<file path="src/rtl/otg_evt_pkg.sv">
package otg_evt_pkg;
    typedef enum logic [1:0] {
        LS_SE0 = 2'b00,
        LS_J   = 2'b01,
        LS_K   = 2'b10,
        LS_SE1 = 2'b11
    } line_t;

    localparam int STAT_W = 16;
    localparam int EVT_W  = 11;
    localparam int CHG_W  = 7;
    localparam int B_TMR  = 10;
    localparam int B_SE0  = 9;
    localparam int B_SRP  = 8;
    localparam int B_RSM  = 7;
endpackage

</file>
<file path="src/rtl/otg_se0_timer.sv">
module otg_se0_timer
    import otg_evt_pkg::*;
#(
    parameter int LIMIT = 500000
) (
    input  logic       clk,
    input  logic       rst_n,
    input  logic [1:0] line,
    output logic       hit
);
    localparam int CW = $clog2(LIMIT + 1);

    typedef enum logic [1:0] {T_IDLE, T_COUNT, T_DONE} tstate_t;

    tstate_t       state, nxt;
    logic [CW-1:0] cnt, cnt_nxt;
    logic          in_se0;

    assign in_se0 = (line == LS_SE0);

    always_ff @(posedge clk or negedge rst_n) begin
        if (!rst_n) begin
            state <= T_IDLE;
            cnt   <= '0;
        end else begin
            state <= nxt;
            cnt   <= cnt_nxt;
        end
    end

    always_comb begin
        nxt     = state;
        cnt_nxt = cnt;
        hit     = 1'b0;
        unique case (state)
            T_IDLE: begin
                if (in_se0) begin
                    nxt     = T_COUNT;
                    cnt_nxt = CW'(1);
                end
            end
            T_COUNT: begin
                if (!in_se0) begin
                    nxt     = T_IDLE;
                    cnt_nxt = '0;
                end else if (cnt == CW'(LIMIT)) begin
                    nxt     = T_DONE;
                    cnt_nxt = '0;
                    hit     = 1'b1;
                end else begin
                    cnt_nxt = cnt + CW'(1);
                end
            end
            T_DONE: begin
                if (!in_se0) nxt = T_IDLE;
            end
            default: nxt = T_IDLE;
        endcase
    end


    se0_once_chk: assert property (@(posedge clk) disable iff (!rst_n)
        hit |=> !hit);


    se0_line_chk: assert property (@(posedge clk) disable iff (!rst_n)
        hit |-> $past(line) == LS_SE0);
endmodule

</file>
<file path="src/rtl/otg_resume_det.sv">
module otg_resume_det
    import otg_evt_pkg::*;
(
    input  logic       clk,
    input  logic       rst_n,
    input  logic [1:0] line,
    input  logic       susp,
    output logic       j2k
);
    logic [1:0] prev;

    always_ff @(posedge clk or negedge rst_n) begin
        if (!rst_n) prev <= LS_SE0;
        else        prev <= line;
    end

    assign j2k = susp && (prev == LS_J) && (line == LS_K);


    resume_prev_chk: assert property (@(posedge clk) disable iff (!rst_n)
        j2k |-> $past(line) == LS_J);
endmodule

</file>
<file path="src/rtl/otg_evt_irq.sv">
module otg_evt_irq
    import otg_evt_pkg::*;
#(
    parameter int CLK_KHZ = 250000
) (
    input  logic                clk,
    input  logic                rst_n,
    input  logic [1:0]          line_st,
    input  logic                suspended,
    input  logic                vbus_pulse,
    input  logic                dline_pulse,
    input  logic                srp_sel,
    input  logic                tmr_timeout,
    input  logic [CHG_W-1:0]    chg_strb,
    input  logic                wr_en,
    input  logic [EVT_W-1:0]    wr_data,
    input  logic [EVT_W-1:0]    irq_en,
    output logic [STAT_W-1:0]   stat,
    output logic                irq
);
    localparam int SE0_CYCLES = 2 * CLK_KHZ;
    localparam int RSV_W      = STAT_W - EVT_W;

    logic             se0_hit, j2k, srp_evt;
    logic [EVT_W-1:0] evt, stat_q;

    otg_se0_timer #(.LIMIT(SE0_CYCLES)) u_se0 (
        .clk  (clk),
        .rst_n(rst_n),
        .line (line_st),
        .hit  (se0_hit)
    );

    otg_resume_det u_rsm (
        .clk  (clk),
        .rst_n(rst_n),
        .line (line_st),
        .susp (suspended),
        .j2k  (j2k)
    );

    assign srp_evt = srp_sel ? dline_pulse : vbus_pulse;

    always_comb begin
        evt               = '0;
        evt[CHG_W-1:0]    = chg_strb;
        evt[B_RSM]        = j2k;
        evt[B_SRP]        = srp_evt;
        evt[B_SE0]        = se0_hit;
        evt[B_TMR]        = tmr_timeout;
    end

    for (genvar i = 0; i < EVT_W; i++) begin : g_bit
        always_ff @(posedge clk or negedge rst_n) begin
            if (!rst_n)                     stat_q[i] <= 1'b0;
            else if (evt[i])                stat_q[i] <= 1'b1;
            else if (wr_en && wr_data[i])   stat_q[i] <= 1'b0;
        end


        set_chk: assert property (@(posedge clk) disable iff (!rst_n)
            evt[i] |=> stat_q[i]);


        clr_chk: assert property (@(posedge clk) disable iff (!rst_n)
            (wr_en && wr_data[i] && !evt[i]) |=> !stat_q[i]);


        hold_chk: assert property (@(posedge clk) disable iff (!rst_n)
            (!evt[i] && !(wr_en && wr_data[i])) |=> stat_q[i] == $past(stat_q[i]));
    end

    assign stat = {{RSV_W{1'b0}}, stat_q};
    assign irq  = |(stat_q & irq_en);
endmodule

</file>
<file path="config.mk">
export PLATFORM = sky130hd
export DESIGN_NAME = otg_evt_irq
export DESIGN_NICKNAME = d
export VERILOG_FILES = /design/src/rtl/otg_evt_pkg.sv /design/src/rtl/otg_se0_timer.sv /design/src/rtl/otg_resume_det.sv /design/src/rtl/otg_evt_irq.sv
export SDC_FILE = /design/constraint.sdc
export NUM_CORES = 1
export LEC_CHECK = 0
export ABC_AREA = 1
export BUFFER_PORTS_ARGS = -buffer_cell sky130_fd_sc_hd__buf_2
export CAP_MARGIN = 20
export CELL_PAD_IN_SITES_DETAIL_PLACEMENT = 1
export CELL_PAD_IN_SITES_GLOBAL_PLACEMENT = 2
export CORE_MARGIN = 1
export CORE_UTILIZATION = 26
export CTS_CLUSTER_DIAMETER = 120
export CTS_CLUSTER_SIZE = 30
export DETAILED_ROUTE_END_ITERATION = 8
export PLACE_DENSITY = 0.75
export SLEW_MARGIN = 15
export SYNTH_ARGS = -nofsm -noshare
export SYNTH_HDL_FRONTEND = slang
export SYNTH_SLANG_ARGS = --single-unit
export TNS_END_PERCENT = 10
</file>
<file path="constraint.sdc">
create_clock -name clk -period 1.5 [get_ports clk]
set_clock_uncertainty 0.1 [all_clocks]
set_input_delay 0.45 -clock clk [delete_from_list [all_inputs] [get_ports clk]]
set_output_delay 0.45 -clock clk [all_outputs]
set_load 0.02 [all_outputs]
</file>
==> impl_metrics.json <==
{
  "power.leakage_uw": 0.00140,
  "wl_per_cell_um": 13.5,
  "cts.sinks": 34,
  "clk_pin_slew_ns": 0.07,
  "final_common_cell": "nand2_1",
  "die_area_um2": 8110,
  "r2r-end": "u_se0.cnt[9]$_DFFE_PN0P_",
  "r2r_cells": 8,
  "final_hold_viol_count": 0,
  "dp_hpwl_mm": 4.46,
  "power.density_nw_per_um2": 770,
  "syn_inst": 255,
  "setup_viol": 8,
  "first_iter_violations": 66,
  "rrSetupSlack_ns": -0.01,
  "synthDominantCellAreaShare": 0.422,
  "rows": 31,
  "yosys-top-cells-area": "dfrtp_1 42%, nand2_1 13%, nor2_1 6.5%",
  "fmax_ghz": 0.547,
  "die_w_um": 90.1,
  "r2r_start": "u_se0.cnt[1]$_DFFE_PN0P_",
  "avgSynthCellArea_um2": 7.91,
  "hold_class": "in -> async",
  "dp_slack_ns": -0.296,
  "synth_edf_count": 0,
  "setup_ws_ns": -0.329,
  "cp.arrival_ns": 1.28,
  "crit_start": "stat[5]$_DFFE_PN0P_",
  "dr_total_vias": 1961,
  "viasPerCell": 4.33,
  "cts_tree": "built",
  "area_growth_pct": 50.9,
  "initial_core_util": 0.274,
  "grt.overflow.total": 0,
  "synth_seq_cells": 34,
  "place.gp.congestion": 0.742,
  "clock-root-buffer": "clkbuf_8",
  "drive_gt1_frac": 0.466,
  "layout.nets": 395,
  "core-area_um2": 7370,
  "yosysWarnings": 0,
  "drt-pass1-iter-count": 4,
  "synthAdderAreaFrac": 0.0124,
  "num_io_pins": 56,
  "numPortBuffers": 50,
  "cts_made_buffers": 5,
  "ant_nets": 0,
  "maxCapViolCount": 0,
  "cts_max_level": 2,
  "synth-compound-area-share": 0.0707,
  "synth-seq-area-share": 0.422,
  "grt_first_pass_wirelength_mm": 9.88,
  "dieHeight_um": 90.1,
  "post-route-util": 0.413,
  "finalCritPeriodShare": 1.22,
  "cp-end-kind": "output pin",
  "synth_ff_type": "dfrtp_1",
  "syn-cell-area_um2": 2020,
  "cp-start-kind": "flop",
  "path_max_fanout": 2,
  "grt_pass1_vias": 2086,
  "yosys.area.top_type": "dfrtp_1",
  "violations": "setup timing",
  "grt_usage": 0.153,
  "synthSimpleGateAreaFrac": 0.373,
  "async_reset_ff_frac": 1.00,
  "synthMuxAreaShare": 0.00496,
  "rsz0062_at_grt": "true",
  "clk_path_buf_depth": 2,
  "clock_latency_ns": 0.29,
  "ir_drop_uv": 329,
  "period_minus_slack_ns": 1.83,
  "status": "finished, violations left",
  "hold_buffers": 0,
  "n_antenna_cell": 0,
  "required_ns": 0.95,
  "synthXorXnorAreaFrac": 0.0304,
  "drc": 0,
  "worstSetupPathType": "reg -> out",
  "antenna_found_initial": 0,
  "synth_top_family_by_area": "simple AND/OR/NAND/NOR gates",
  "drv_slew": 0,
  "wl_mm": 6.10,
  "synth.distinct_cells": 30,
  "mostFrequentLayoutCells": "63 x nand2_1, 41 x buf_2, 37 x buf_4",
  "grt_max_degree": 35
}
[through the flow]
stage	cells	power, uW	setup TNS [ns]	instance area (um^2)	hold slack, ns
after detailed placement	436	1370	-2.01	2630	0.319
final	453	2340	-0.420	3040	0.00304
after CTS	445	2310	-0.609	2880	0.000916
after global placement	436	1370	-1.75	2630	0.316
after floorplan	259	1180	-0.0241	2040	0.0544
after global routing	453	2460	-1.73	3040	0.0242
[flip-flops by register name (all words and copies together) (netlist names)]
| signal | cells |
|---|---|
| stat | 11 |
| u_se0.cnt | 19 |
| u_rsm.prev | 2 |
| u_se0.state | 2 |
[worst max-delay path by stage]
stage / end / slack [ns]
3_3_place_gp: irq / -0.30
3_5_place_dp: irq / -0.30
2_1_floorplan: irq / -0.02
4_1_cts: irq / -0.37
6_report: irq / -0.33
5_1_grt: irq / -0.39
[critical path, stage by stage (launching register included)]
cell,delay (ns)
dfrtp_2,0.42
nand2_2,0.07
nand2_2,0.06
a221oi_4,0.20
nand3_2,0.11
buf_6,0.14
[synthesized netlist by cell type (3+ instances only)]
cell type  number
a21o_1          8
buf_4           5
dfrtp_1        34
inv_1          23
nand2_1        68
nand2_2         3
nand2_4         4
nand3_1        19
nand4_1         7
nor2_1         35
nor2_2         12
nor2_4          6
o21ai_0         5
xor2_1          5
[what timing repair did]
action / CTS / global route
cloned: 0 / 1
setup endpoints to repair: 21 / 28
resized for setup: 36 / 25
hold endpoints to repair: 0 / 0
pin swaps: 2 / 13
setup buffers: 2 / 7
[cell type report]
type | instances | area, um^2
clock buffers | 6 | 82.6
clock inverters | 1 | 30.0
fillers | 920 | 4330
inverters | 25 | 106
multi-input cells | 192 | 1130
flip-flops and latches | 34 | 862
well taps | 99 | 124
repair buffers | 95 | 692
repair inverters | 1 | 16.3
[report_power, final]
part	leakage, uW	switching, uW	internal, uW
logic	0.000925	242	242
clock network	0.0000573	348	532
registers	0.000421	32.0	950
total	0.00140	621	1720
[kinds of logic after synthesis]
| group | count (synthesis) |
|---|---|
| simple gates | 156 |
| flops | 34 |
| buf+inv | 33 |
| compound gates | 21 |
| xor+xnor | 7 |
| fa+ha+maj | 2 |
| other cells | 1 |
| mux | 1 |
[metal layers]
layer	routed length (um)	track usage	vias to the layer above
li1	-	-	994
met1	2790	0.189	936
met2	3140	0.267	25
met3	119	0.0271	6
met4	52	0.0484	0
met5	0	0	-
Power figures use the tool's default switching activity.
